File: src/rtl/mbc_pkg.sv
package mbc_pkg;

  typedef enum logic [2:0] {
    ST_IDLE = 3'd0,
    ST_T1   = 3'd1,
    ST_T2   = 3'd2,
    ST_TW   = 3'd3,
    ST_T3   = 3'd4
  } busState_t;

  typedef struct packed {
    logic loadReq;
    logic addrPhase;
    logic dataPhase;
    logic capture;
  } busStrobe_t;

endpackage

File: src/rtl/mbc_control.sv
module mbc_control
  import mbc_pkg::*;
(
  input  logic       clk,
  input  logic       rstN,
  input  logic       reqValid,
  input  logic       rdy,
  output busStrobe_t strobe,
  output logic       busIdle
);

  busState_t state, nextState;

  always_ff @(posedge clk) begin
    if (!rstN) state <= ST_IDLE;
    else       state <= nextState;
  end

  always_comb begin
    nextState = state;
    unique case (state)
      ST_IDLE: if (reqValid) nextState = ST_T1;
      ST_T1:   nextState = ST_T2;
      ST_T2:   nextState = rdy ? ST_T3 : ST_TW;
      ST_TW:   nextState = rdy ? ST_T3 : ST_TW;
      ST_T3:   nextState = ST_IDLE;
      default: nextState = ST_IDLE;
    endcase
  end

  always_comb begin
    strobe.loadReq   = (state == ST_IDLE) && reqValid;
    strobe.addrPhase = (state == ST_T1);
    strobe.dataPhase = (state == ST_T2) || (state == ST_TW) || (state == ST_T3);
    strobe.capture   = (state == ST_T3);
  end

  assign busIdle = (state == ST_IDLE);

  AST_WAIT_ON_LOW: assert property (@(posedge clk) disable iff (!rstN)
    ((state == ST_T2 || state == ST_TW) && !rdy) |=> (state == ST_TW));
  AST_IGNORE_BUSY: assert property (@(posedge clk) disable iff (!rstN)
    (!busIdle && reqValid) |=> !strobe.addrPhase);
  AST_ADDR_THEN_DATA: assert property (@(posedge clk) disable iff (!rstN)
    strobe.addrPhase |=> (strobe.dataPhase && !strobe.addrPhase));

endmodule

File: src/rtl/mbc_datapath.sv
module mbc_datapath
  import mbc_pkg::*;
#(
  parameter int ADDR_W = 16,
  parameter int DATA_W = 8
) (
  input  logic              clk,
  input  logic              rstN,
  input  busStrobe_t        strobe,
  input  logic              reqWrite,
  input  logic              reqFetch,
  input  logic [ADDR_W-1:0] reqAddr,
  input  logic [DATA_W-1:0] reqWData,
  output logic              doneValid,
  output logic [DATA_W-1:0] doneRData,
  output logic [ADDR_W-DATA_W-1:0] addrHi,
  output logic [DATA_W-1:0] adOut,
  input  logic [DATA_W-1:0] adIn,
  output logic              adOe,
  output logic              ale,
  output logic              rdN,
  output logic              wrN,
  output logic              fetchCyc
);

  localparam int HI_W = ADDR_W - DATA_W;

  logic [ADDR_W-1:0] addrReg;
  logic [DATA_W-1:0] wdataReg;
  logic [DATA_W-1:0] rdataReg;
  logic              isWrite;
  logic              isFetch;
  logic              doneReg;

  always_ff @(posedge clk) begin
    if (!rstN) begin
      addrReg  <= '0;
      wdataReg <= '0;
      isWrite  <= 1'b0;
      isFetch  <= 1'b0;
    end else if (strobe.loadReq) begin
      addrReg  <= reqAddr;
      wdataReg <= reqWData;
      isWrite  <= reqWrite;
      isFetch  <= reqFetch && !reqWrite;
    end
  end

  always_ff @(posedge clk) begin
    if (!rstN) begin
      rdataReg <= '0;
      doneReg  <= 1'b0;
    end else begin
      doneReg <= strobe.capture;
      if (strobe.capture && !isWrite) rdataReg <= adIn;
    end
  end

  assign addrHi    = addrReg[ADDR_W-1:DATA_W];
  assign adOut     = strobe.addrPhase ? addrReg[DATA_W-1:0] : wdataReg;
  assign adOe      = strobe.addrPhase || (strobe.dataPhase && isWrite);
  assign ale       = strobe.addrPhase;
  assign rdN       = !(strobe.dataPhase && !isWrite);
  assign wrN       = !(strobe.dataPhase && isWrite);
  assign fetchCyc  = (strobe.addrPhase || strobe.dataPhase) && isFetch;
  assign doneValid = doneReg;
  assign doneRData = rdataReg;

  AST_HI_STABLE: assert property (@(posedge clk) disable iff (!rstN)
    strobe.dataPhase |-> $stable(addrHi));
  AST_RD_AFTER_ALE: assert property (@(posedge clk) disable iff (!rstN)
    $fell(rdN) |-> $past(ale));
  AST_WR_AFTER_ALE: assert property (@(posedge clk) disable iff (!rstN)
    $fell(wrN) |-> $past(ale));
  AST_DONE_PULSE: assert property (@(posedge clk) disable iff (!rstN)
    doneValid |=> !doneValid);

  initial begin
    assert (HI_W > 0) else $error("address must be wider than data");
  end

endmodule

File: src/rtl/mux_bus_ctrl.sv
module mux_bus_ctrl
  import mbc_pkg::*;
#(
  parameter int ADDR_W = 16,
  parameter int DATA_W = 8
) (
  input  logic              clk,
  input  logic              rstN,
  input  logic              reqValid,
  input  logic              reqWrite,
  input  logic              reqFetch,
  input  logic [ADDR_W-1:0] reqAddr,
  input  logic [DATA_W-1:0] reqWData,
  output logic              busIdle,
  output logic              doneValid,
  output logic [DATA_W-1:0] doneRData,
  output logic [ADDR_W-DATA_W-1:0] addrHi,
  output logic [DATA_W-1:0] adOut,
  input  logic [DATA_W-1:0] adIn,
  output logic              adOe,
  output logic              ale,
  output logic              rdN,
  output logic              wrN,
  input  logic              rdy,
  output logic              fetchCyc
);

  busStrobe_t strobe;

  mbc_control u_control (
    .clk      (clk),
    .rstN     (rstN),
    .reqValid (reqValid),
    .rdy      (rdy),
    .strobe   (strobe),
    .busIdle  (busIdle)
  );

  mbc_datapath #(.ADDR_W(ADDR_W), .DATA_W(DATA_W)) u_datapath (
    .clk       (clk),
    .rstN      (rstN),
    .strobe    (strobe),
    .reqWrite  (reqWrite),
    .reqFetch  (reqFetch),
    .reqAddr   (reqAddr),
    .reqWData  (reqWData),
    .doneValid (doneValid),
    .doneRData (doneRData),
    .addrHi    (addrHi),
    .adOut     (adOut),
    .adIn      (adIn),
    .adOe      (adOe),
    .ale       (ale),
    .rdN       (rdN),
    .wrN       (wrN),
    .fetchCyc  (fetchCyc)
  );

endmodule

File: config.mk
export PLATFORM = sky130hd
export DESIGN_NAME = mux_bus_ctrl
export DESIGN_NICKNAME = d
export VERILOG_FILES = /design/src/rtl/mbc_pkg.sv /design/src/rtl/mbc_control.sv /design/src/rtl/mbc_datapath.sv /design/src/rtl/mux_bus_ctrl.sv
export SDC_FILE = /design/constraint.sdc
export NUM_CORES = 1
export LEC_CHECK = 0
export ABC_AREA = 1
export CORE_ASPECT_RATIO = 0.9
export CORE_MARGIN = 2
export CORE_UTILIZATION = 60
export CTS_CLUSTER_DIAMETER = 200
export DETAILED_ROUTE_END_ITERATION = 7
export DONT_BUFFER_PORTS = 1
export GPL_TIMING_DRIVEN = 0
export PLACE_DENSITY = 0.76
export SYNTH_ARGS = -nofsm -noshare
export SYNTH_HDL_FRONTEND = slang
export SYNTH_SLANG_ARGS = --single-unit
File: constraint.sdc
create_clock -name clk -period 1.4 [get_ports clk]
set_input_delay 0.14 -clock clk [delete_from_list [all_inputs] [get_ports clk]]
set_output_delay 0.14 -clock clk [all_outputs]
set_load 0.1 [all_outputs]
# After elaboration in Yosys (flattened, before gate mapping)
# Cells that the tools add are included.
[classes]
eq_ne = 5
mux = 4
n_reduce_logical = 16
[op_table]
columns = ["op", "count"]
rows = [
  ["$pmux W3 S3", 1],
  ["$mux W8", 1],
  ["$eq A3 B2 Y1 const B", 2],
  ["$logic_and A1 B1 Y1", 6],
  ["$mux W3", 2],
  ["$logic_not A1 Y1", 4],
  ["$logic_or A1 B1 Y1", 4],
  ["$eq A3 B1 Y1 const B", 1],
  ["$eq A3 B3 Y1 const B", 1],
  ["$logic_not A3 Y1", 1],
  ["$ne A2 B2 Y1 const B", 1],
  ["$reduce_or A2 Y1", 1],
]
[word_totals]
ff_bits = 38
input_bits = 38
output_inout_bits = 31
elab_cells = 32

# Logic depth before layout (Yosys ltp)
# Gate-level depths: netlist (run 1).
[logic_depth]
word_depth = 5
ltp_mapped = 6

# Cells and area by module
# A second synthesis (run 1) with hierarchy kept.
[hier_totals]
hier_cells = 234
area_unflattened_um2 = 1650.3
[by_module_without_submodules]
columns = ["mod", "instances", "cells_each", "area_per_inst_um2", "seq_area_each_um2"]
rows = [
  ["mbc_datapath", 1, 207, 1486.4, 700.7],
  ["mbc_control", 1, 27, 163.9, 60.1],
]

# Least setup slack after synthesis (run 1)
# No wires, ideal clock.
[synth_timing]
path_kind = "reg-to-output"
from = "register u_control.state[2]"
to = "output adOut[7]"
arrival_time_ns = 2.874
required_ns = 1.260
slack_ns = -1.614
stages_incl_launch_ff = 5
n_path_buf = 1
cell_sequence = "dfxtp_1 -> inv_1 -> nand3_1 -> buf_4 -> o21ai_0"
[synth_between]
elab_chain_len = 2
[synth_lines]
columns = ["item", "line", "text"]
rows = [
  ["start: declaration", "mbc_control.sv:12", "busState_t state, nextState;"],
  ["start signal: assignment", "mbc_control.sv:16", "else state <= nextState;"],
  ["$eq A3 B1 Y1", "mbc_control.sv:33", "strobe.addrPhase = (state == ST_T1);"],
  ["$mux W8", "mbc_datapath.sv:60", "assign adOut = strobe.addrPhase ? addrReg[DATA_W-1:0] : wdataReg;"],
  ["end: declaration", "mux_bus_ctrl.sv:18", "output logic [DATA_W-1:0] adOut,"],
]
# No other way between the ends.

# Final worst setup path (run 1)
[layout_timing]
from = "register u_control.state[1]"
to = "output adOut[3]"
# The elaborated chain is that of the path after synthesis.

==> out/metrics.yaml, run 1 <==
timing:
  hold_violations: 0
  setup_violations: 15
  maxSlewHeadroom_pct: 51.24
  layout_worst_path_cycle_share_pct: 132.8
  worst_pin_slew_ns: 0.7286
  clock-skew-final_ns: 0.01839
  max_freq_mhz: 538.0
  fin_ws_ns: -0.4589
  drv_slew: 0
  min_period_ns: 1.859
  rsz0062_at_grt: "true"
clocking:
  cts.clk_slew.worst_paths_ns: 0.13
  cts_buffer_depth: 2
  clock_latency_ns: 0.37
  numCtsBuffers: 5
  cts_root_buffer: "clkbuf_4"
  htreeDepth: 2
  cts_tree: "done"
  clock_sink_count: 38
final_layout:
  area_growth_pct: 43.77
  layout-drive-gt1-share_pct: 22.46
  nets: 363
  num_antenna_cells: 0
detailed_routing:
  ant_nets: 0
  first_pass_iters: 5
  drc: 0
  wl_per_cell_um: 17.06
  drt_iter0_markers: 160
  wl_um: 6227
  vias: 1958
  post_drt_via_cell_ratio: 5.364
die:
  die_w_um: 61.38
  core_um2: 2793
  die_area_um2: 3415
  start_util_pct: 63.66
  fp.dieH_um: 55.64
  rows: 18
  ios: 69
critical_path:
  worstPathMaxFanout: 8
  critPathKind: "register to output port"
  crit_required_ns: 1.26
  cp-start-kind: "register"
  slowest_stage: "o21ai_4"
  cp.arrival_ns: 1.72
  worstSetupEndpointType: "output port"
  crit_path_cell_trace: "inv_2 > nand3_4 > buf_12 > o21ai_4"
  max_stage_delay_ns: 0.60
  reg2reg_from: "u_control.state[1]"
  crit_start: "u_control.state[1]"
run_status:
  violations: "negative setup slack"
  outcome: "finished, violations left"
logic_synthesis:
  ys_top_cells_by_count: "nand2_1 (85), nor2_1 (70), inv_1 (43), dfxtp_1 (38), buf_4 (11)"
  synth_warnings: 0
  ys_seq_area_share_pct: 42.79
  synth_area_per_cell_um2: 6.489
  ys_seq_elements: 38
  synth.most_common_cell: "nand2_1"
  synth_area_leaders: "dfxtp_1 (43%), nand2_1 (18%), nor2_1 (15%)"
  syn_inst: 274
  synth_edf_count: 0
  synth_top_area_share_pct: 42.79
  synth-async-reset-ratio_pct: 0
  syn_area_um2: 1778
  synth_ff_type: "dfxtp_1"
  synth_cell_types: 13
  syn_nets: 312
  yosys.area.top_type: "dfxtp_1"
global_route:
  grt_max_degree: 12
  antenna_found_initial: 0
  grt_pass1_vias: 1827
  grtUsageTotal_pct: 34.05
  grt-ovfl-total: 0
  grt_pass1_wl_um: 8514
run:
  cap_violations: 0
worst_hold_path:
  min-delay-start: "reqFetch"
  hold_path_class: "primary input to register"
pwr:
  p_leak_uw: 0.001267
  total_power_uw: 3895
  power_density_nw_per_um2: 1524
  vdd_drop_max_mv: 1.122
placed_design:
  portBuffers: 0
  hpwl_um: 2639
  globalplace.congestion: 0.7316
  pre_cts_slack_ns: -0.1159
layout make-up:
class	count	area (um^2)
fill	126	236.5
tap	40	50.05
buffer	20	175.2
timing repair buffer	44	421.7
inverter	43	177.7
sequential	38	783.3
clock inverter	1	30.03
multi-input combinational	173	867.1
clock buffer	6	51.30
worst max-delay path, delay by kind of cell (launching register included):
| kind | cells | cell delay (ns) |
|---|---|---|
| AOI/OAI and AO/OA | 1 | 0.60 |
| DFF | 1 | 0.39 |
| buffers and inverters | 2 | 0.24 |
| and+or+nand+nor | 1 | 0.10 |
worst paths after layout:
path,to,depth (start not counted),slack [ns]
worst min-delay path,u_datapath.isFetch,4,0.05
worst max register to register,u_datapath.addrReg[4],6,-0.01
worst max-delay path,adOut[3],4,-0.46
worst min register to register,u_datapath.addrReg[15],4,0.52
placed cells by master (no fill, tap or decap):
cell type / count
a21oi_1: 2
buf_12: 1
buf_2: 4
buf_4: 18
buf_6: 5
buf_8: 1
bufinv_16: 1
clkbuf_4: 5
clkbuf_8: 1
clkinvlp_4: 3
dfxtp_1: 26
dfxtp_2: 9
dfxtp_4: 3
dlygate4sd3_1: 35
inv_1: 38
inv_2: 1
inv_6: 1
nand2_1: 78
nand2_2: 4
nand2_8: 3
nand3_1: 3
nand3_4: 3
nor2_1: 69
nor2_2: 1
nor2_4: 1
nor3_1: 1
o21ai_4: 8
what timing repair did:
action	4_1_cts	5_1_grt
setup buffers	8	1
pin swaps	5	1
hold buffers	35	0
resized for setup	28	1
endpoints found under the setup margin	23	15
hold endpoints to repair	37	0
cloned	0	0
sequential cells by signal (all words and copies together) (netlist names):
name	cells
u_control.state	3
u_datapath.addrReg	16
u_datapath.doneRData	8
u_datapath.doneValid	1
u_datapath.isFetch	1
u_datapath.isWrite	1
u_datapath.wdataReg	8
cell families (layout without fill, tap and decap cells):
| logic type | count (synthesis) | in the layout | synth area share (%) |
|---|---|---|---|
| AND/OR/NAND/NOR | 163 | 163 | 36.73 |
| buffers and inverters | 63 | 114 | 17.66 |
| flip-flops | 38 | 38 | 42.79 |
| AO/OA/AOI/OAI | 10 | 10 | 2.815 |
where the power goes:
group          internal [uW]  switching, uW
logic                    423           1330
clock network            415            385
registers               1200            137
total                   2040           1850
per-layer routing:
layer	track usage [%]	part of all wire, %	vias to the layer above
met5	0	0	-
met4	16.41	6.0	0
met3	9.302	9.0	47
met2	55.93	50	135
met1	39.91	35	893
li1	-	-	883
per-stage QoR:
stage	area (um^2)	hold WS (ns)	cells	setup TNS [ns]	utilization (%)
floorplan	1924	0.2749	274	-0.01270	-
CTS	2546	0.02289	364	-4.074	91.17
global route	2556	0.09868	365	-5.981	91.53
detailed placement	1974	0.2821	314	-0.5976	70.70
global placement	1974	0.2759	314	-0.4672	70.70
finish	2556	0.04502	365	-5.277	91.53
Note: power is estimated with default switching activity, not from simulation.
==> inputs of run 2 (changes only) <==
Settings changed: CORE_MARGIN 2 to 5.
==> run 2 against run 1 <==
Compared with the run above: synthesized area stayed put; synthesized cell count unchanged; the flow now stops in global routing.
==> out/metrics.yaml, run 2 <==
timing:
  repair-timing-grt-worst-ep: "adOut[4]"
  worst_path_end_type: "primary output"
logic_synthesis:
  synth_ff_type: "dfxtp_1"
  syn_area_um2: 1778
  synth_top_area_share_pct: 42.79
  yosys.area.top_type: "dfxtp_1"
  synth-async-reset-ratio_pct: 0
  syn_nets: 312
  ys_seq_area_share_pct: 42.79
  synth.most_common_cell: "nand2_1"
  ys_top_cells_by_count: "nand2_1 (85), nor2_1 (70), inv_1 (43), dfxtp_1 (38), buf_4 (11)"
  syn_inst: 274
  synth_edf_count: 0
  synth_warnings: 0
  synth_area_leaders: "dfxtp_1 (43%), nand2_1 (18%), nor2_1 (15%)"
  synth_area_per_cell_um2: 6.489
  ys_seq_elements: 38
  synth_cell_types: 13
clocking:
  cts_root_buffer: "clkbuf_4"
  htreeDepth: 2
  numCtsBuffers: 5
  cts_buffer_depth: 2
  clock_sink_count: 38
run_status:
  haltStage: "global routing"
  error_message: "[ERROR DPL-0038] Utilization greater than 100%, impossible to legalize"
  outcome: "did not finish"
global_route:
  grt_max_degree: 12
placed_design:
  pre_cts_slack_ns: -0.09794
  hpwl_um: 2762
  place_area_um2: 1974
  portBuffers: 0
  globalplace.congestion: 0.7108
die:
  fp.dieH_um: 61.64
  ios: 69
  start_util_pct: 63.66
  rows: 18
  die_w_um: 67.38
==> run 2: metrics by stage <==
step           instances  util [%]
3_5_place_dp         314     70.70
2_1_floorplan        274         -
4_1_cts              366     92.34
3_3_place_gp         314     70.70
==> run 2: what timing repair did <==
| item | in CTS |
|---|---|
| cloned | 0 |
| resized for setup | 35 |
| buffers inserted | 10 |
| hold buffers | 34 |
| setup endpoints to repair | 23 |
| endpoints found under the hold margin | 35 |
| pin swaps | 9 |
==> run 2: cell families after synthesis <==
logic type / after synthesis / share of synthesized area, %
buffers and inverters: 63 / 17.66
flip-flops: 38 / 42.79
AO/OA/AOI/OAI: 10 / 2.815
AND/OR/NAND/NOR: 163 / 36.73
==> inputs of run 3 (changes only) <==
Settings changed: CORE_ASPECT_RATIO 0.9 to unset, CORE_UTILIZATION 60 to 40, CTS_CLUSTER_DIAMETER 200 to unset, PLACE_DENSITY 0.76 to unset, PLACE_DENSITY_LB_ADDON set to 0.15.
==> run 3 against run 2 <==
Compared with the run above: the flow now finishes, with violations (negative setup slack).
==> out/metrics.yaml, run 3 (synthesis gave the netlist of run 1 again) <==
critical_path:
  critPathKind: "register to output port"
  crit_family: "compound AO/OA/AOI/OAI gates"
  worstPathMaxFanout: 9
  r2r_setup_slack_ns: -0.06
  timing.critical_path.to: "adOut[0]"
  reg2reg_to: "u_datapath.wdataReg[0]"
  crit_cells: 4
  cp.arrival_ns: 1.54
  worstSetupEndpointType: "output port"
  worstRegToRegCells: 8
  crit_path_cell_trace: "inv_4 > nand3_4 > buf_12 > o21ai_4"
  crit_start: "u_control.state[2]"
  worst-path-buf-inv: 2
  crit_required_ns: 1.26
  reg2reg_from: "u_control.state[1]"
  cp-start-kind: "register"
  max_stage_delay_ns: 0.57
  slowest_stage: "o21ai_4"
clocking:
  cts_tree: "done"
  cts_buffer_depth: 2
  clock_sink_count: 38
  htreeDepth: 2
  cts.clk_slew.worst_paths_ns: 0.07
  numCtsBuffers: 5
  clock_latency_ns: 0.29
  cts_root_buffer: "clkbuf_8"
detailed_routing:
  vias: 1720
  ant_nets: 0
  post_drt_via_cell_ratio: 4.456
  wl_um: 5122
  drc: 0
  first_pass_iters: 4
  wl_per_cell_um: 13.27
  drt_iter0_markers: 66
placed_design:
  globalplace.congestion: 0.7481
  pre_cts_slack_ns: -0.08550
  dp_cells: 326
  portBuffers: 0
  hpwl_um: 2934
final_layout:
  utilization_pct: 63.86
  final_cell_mix: "nand2_1 (70), nor2_1 (69), inv_1 (38)"
  layout-drive-gt1-share_pct: 27.54
  num_antenna_cells: 0
  area_growth_pct: 55.31
  top_register: "u_datapath.addrReg"
  fin_cells: 386
  final_common_cell: "nand2_1"
  largest_reg_flops: 16
  nets: 371
timing:
  hold_violations: 0
  rsz0062_at_grt: "true"
  worst_pin_slew_ns: 0.9285
  min_period_ns: 1.680
  fin_ws_ns: -0.2803
  setup_violations: 44
  layout_worst_path_cycle_share_pct: 120.0
  max_freq_mhz: 595.1
  maxSlewHeadroom_pct: 38.01
  drv_slew: 0
  clock-skew-final_ns: 0.005241
global_route:
  grt_pass1_wl_um: 7783
  grt_pass1_vias: 1666
  grtUsageTotal_pct: 16.39
  antenna_found_initial: 0
  grt_max_degree: 12
  grt-ovfl-total: 0
worst_hold_path:
  hold_path_class: "primary input to register"
die:
  die_w_um: 76.67
  die_area_um2: 5878
  rows: 24
  ios: 69
  core_um2: 4324
  fp.dieH_um: 76.67
  start_util_pct: 41.12
run:
  cap_violations: 0
pwr:
  total_power_uw: 3993
  power_density_nw_per_um2: 1446
  vdd_drop_max_mv: 0.8164
  p_leak_uw: 0.001354
run_status:
  violations: "negative setup slack"
  outcome: "finished, violations left"
==> run 3: cell type report <==
class | instances | area, um^2
plain buffers | 20 | 190.2
multi-input cells | 174 | 924.6
well taps | 52 | 65.06
inverters | 43 | 175.2
clock buffers | 7 | 86.33
flip-flops and latches | 38 | 779.5
clock inverters | 1 | 5.005
repair buffers | 51 | 535.5
fillers | 379 | 1563
==> run 3: what timing repair did <==
item,4_1_cts,5_1_grt
setup endpoints to repair,22,35
hold buffers,32,0
buffers inserted,12,4
endpoints found under the hold margin,32,0
pin swaps,4,6
cloned,1,4
gates resized for setup,26,23
==> run 3: routing by layer <==
layer	GRT usage (%)	wire length [um]	up-vias
met1	18.98	2049	754
li1	-	-	900
met2	26.32	2532	51
met5	0	0	-
met3	7.026	408	15
met4	6.818	131	0
==> run 3: how the worst min path moves through the flow <==
stage	depth (start not counted)	endpoint	start
2_1_floorplan	2	u_datapath.doneRData[0]	adIn[0]
3_3_place_gp	2	u_datapath.addrReg[15]	reqAddr[15]
3_5_place_dp	2	u_datapath.addrReg[9]	reqAddr[9]
4_1_cts	2	u_datapath.wdataReg[2]	reqWData[2]
5_1_grt	2	u_datapath.wdataReg[2]	reqWData[2]
6_report	2	u_datapath.wdataReg[2]	reqWData[2]
==> run 3: per-stage QoR <==
stage	setup TNS (ns)	cell area [um^2]	hold WS, ns
6_report	-4.094	2761	0.002102
5_1_grt	-7.884	2761	0.01947
4_1_cts	-3.090	2576	0.005918
3_5_place_dp	-0.6091	1989	0.2842
3_3_place_gp	-0.6578	1989	0.2772
2_1_floorplan	-0.01270	1924	0.2749
==> run 3: where the power goes <==
part | total [uW] | switching [uW] | internal [uW]
clock | 783 | 385 | 397
combinational | 1890 | 1320 | 566
sequential | 1320 | 120 | 1200
total | 3990 | 1830 | 2170
==> inputs of run 4 (changes only) <==
Settings changed: CORE_AREA set to 5 5 66 68, CORE_MARGIN 5 to unset, CORE_UTILIZATION 40 to unset, DIE_AREA set to 0 0 71 73, HOLD_SLACK_MARGIN set to 0.12, SETUP_SLACK_MARGIN set to 0.15.
==> run 4 against run 3 <==
Compared with the run above: the run still ends with negative setup slack left; routed wire length down 7.8%; first-iteration DRC count is 29% lower; clock skew is 0.0022 ns lower; die area is 12% lower; highest routed layer unchanged.
==> out/metrics.yaml, run 4 (synthesis gave the netlist of run 1 again) <==
run_status:
  outcome: "finished, violations left"
  violations: "negative setup slack"
run:
  cap_violations: 0
global_route:
  grt_pass1_wl_um: 7679
  grt-ovfl-total: 0
  grtUsageTotal_pct: 18.94
  grt_max_degree: 12
  grt_pass1_vias: 1652
  antenna_found_initial: 0
detailed_routing:
  wl_um: 4723
  first_pass_iters: 4
  drc: 0
  wl_per_cell_um: 12.30
  vias: 1725
  ant_nets: 0
  post_drt_via_cell_ratio: 4.492
  drt_iter0_markers: 47
critical_path:
  critPathKind: "register to output port"
  reg2reg_from: "u_control.state[1]"
  cp.arrival_ns: 1.54
  worstPathMaxFanout: 8
  cp-start-kind: "register"
  worstRegToRegCells: 10
  worstSetupEndpointType: "output port"
  crit_required_ns: 1.26
  reg2reg_to: "u_datapath.doneRData[6]"
  r2r_setup_slack_ns: -0.12
pwr:
  total_power_uw: 3976
  vdd_drop_max_mv: 0.9918
  p_leak_uw: 0.001345
  power_density_nw_per_um2: 1422
placed_design:
  hpwl_um: 2911
  place_area_um2: 2046
  globalplace.congestion: 0.7047
  portBuffers: 0
clocking:
  numCtsBuffers: 5
  clock_latency_ns: 0.28
  cts_root_buffer: "clkbuf_8"
  cts_buffer_depth: 2
  clock_sink_count: 38
  htreeDepth: 2
  cts.clk_slew.worst_paths_ns: 0.07
  cts_tree: "done"
timing:
  maxSlewHeadroom_pct: 52.44
  rsz0062_at_grt: "true"
  drv_slew: 0
  worst_pin_slew_ns: 0.7108
  clock-skew-final_ns: 0.002998
  fin_ws_ns: -0.2804
  setup_violations: 48
  min_period_ns: 1.680
  max_freq_mhz: 595.1
  tns_ns: -5.051
  layout_worst_path_cycle_share_pct: 120.0
  hold_violations: 0
final_layout:
  layout-drive-gt1-share_pct: 29.94
  nFillCells: 311
  final_cell_mix: "nand2_1 (74), nor2_1 (55), inv_1 (38)"
  area_growth_pct: 57.28
  nets: 371
  top_register: "u_datapath.addrReg"
  largest_reg_flops: 16
  design_area_um2: 2796
  final_common_cell: "nand2_1"
  num_antenna_cells: 0
  utilization_pct: 73.62
die:
  ios: 69
  rows: 23
  core_um2: 3799
  die_area_um2: 5183
  start_util_pct: 46.81
  die_w_um: 71
  fp.dieH_um: 73
worst_hold_path:
  min-delay-start: "rstN"
  hold_depth: 3
  holdPathEnd: "u_datapath.addrReg[1]"
  hold_path_class: "primary input to register"
[run 4: cell types whose count changed in the layout (fill, tap and decap cells not counted), sizes merged]
| cell | previous run | this run |
|---|---|---|
| dlygate4sd3 | 32 | 36 |
| buf | 36 | 35 |
| clkbuf | 10 | 9 |
| clkinv | 1 | 0 |
| nand3 | 7 | 6 |
[run 4: worst max path at each step]
stage / from / endpoint / slack [ns] / cells past startpoint
2_1_floorplan: u_control.state[2] / adOut[0] / 0.01 / 4
4_1_cts: u_control.state[2] / adOut[1] / -0.30 / 4
3_5_place_dp: u_control.state[2] / adOut[0] / -0.05 / 4
5_1_grt: u_control.state[2] / adOut[0] / -0.33 / 4
3_3_place_gp: u_control.state[2] / adOut[0] / -0.04 / 4
6_report: u_control.state[1] / adOut[1] / -0.28 / 4
[run 4: critical path: stages (launching register included)]
cell,delay (ns)
dfxtp_4,0.37
inv_2,0.07
nand3_4,0.08
buf_12,0.17
o21ai_4,0.56
[run 4: timing repair]
item / 4_1_cts / 5_1_grt
pin swaps: 6 / 10
hold buffers: 36 / 0
setup buffers: 9 / 6
hold endpoints to repair: 37 / 0
endpoints found under the setup margin: 15 / 49
resized for setup: 18 / 26
cloned: 0 / 1
[run 4: stage by stage]
step / hold slack, ns / std cells / setup slack [ns]
CTS: 0.1616 / 377 / -0.3012
detailed placement: 0.2833 / 324 / -0.04564
global route: 0.1989 / 384 / -0.3272
global placement: 0.2773 / 324 / -0.04342
finish: 0.1704 / 384 / -0.2804
floorplan: 0.2734 / 274 / 0.01073
[run 4: power by group]
group | internal (uW) | total, uW | leakage (uW) | switching (uW)
clock | 497 | 861 | 0.0000575 | 364
combinational | 511 | 1790 | 0.000969 | 1280
sequential | 1200 | 1320 | 0.000319 | 121
[run 4: cell type report]
class / instances / area (um^2) / area share (%)
well taps: 50 / 62.56 / 2.237
inverters: 43 / 177.7 / 6.353
plain buffers: 20 / 201.4 / 7.204
multi-input cells: 173 / 947.2 / 33.87
flip-flops and latches: 38 / 780.7 / 27.92
repair buffers: 52 / 516.7 / 18.48
clock buffers: 8 / 110.1 / 3.937
[run 4: routing by layer]
metal	GRT usage (%)	share of wire, %	up-vias
met1	22.21	40	763
li1	-	-	901
met3	6.749	5.8	11
met5	0	0	-
met2	31.82	52	50
met4	7.098	2.3	0
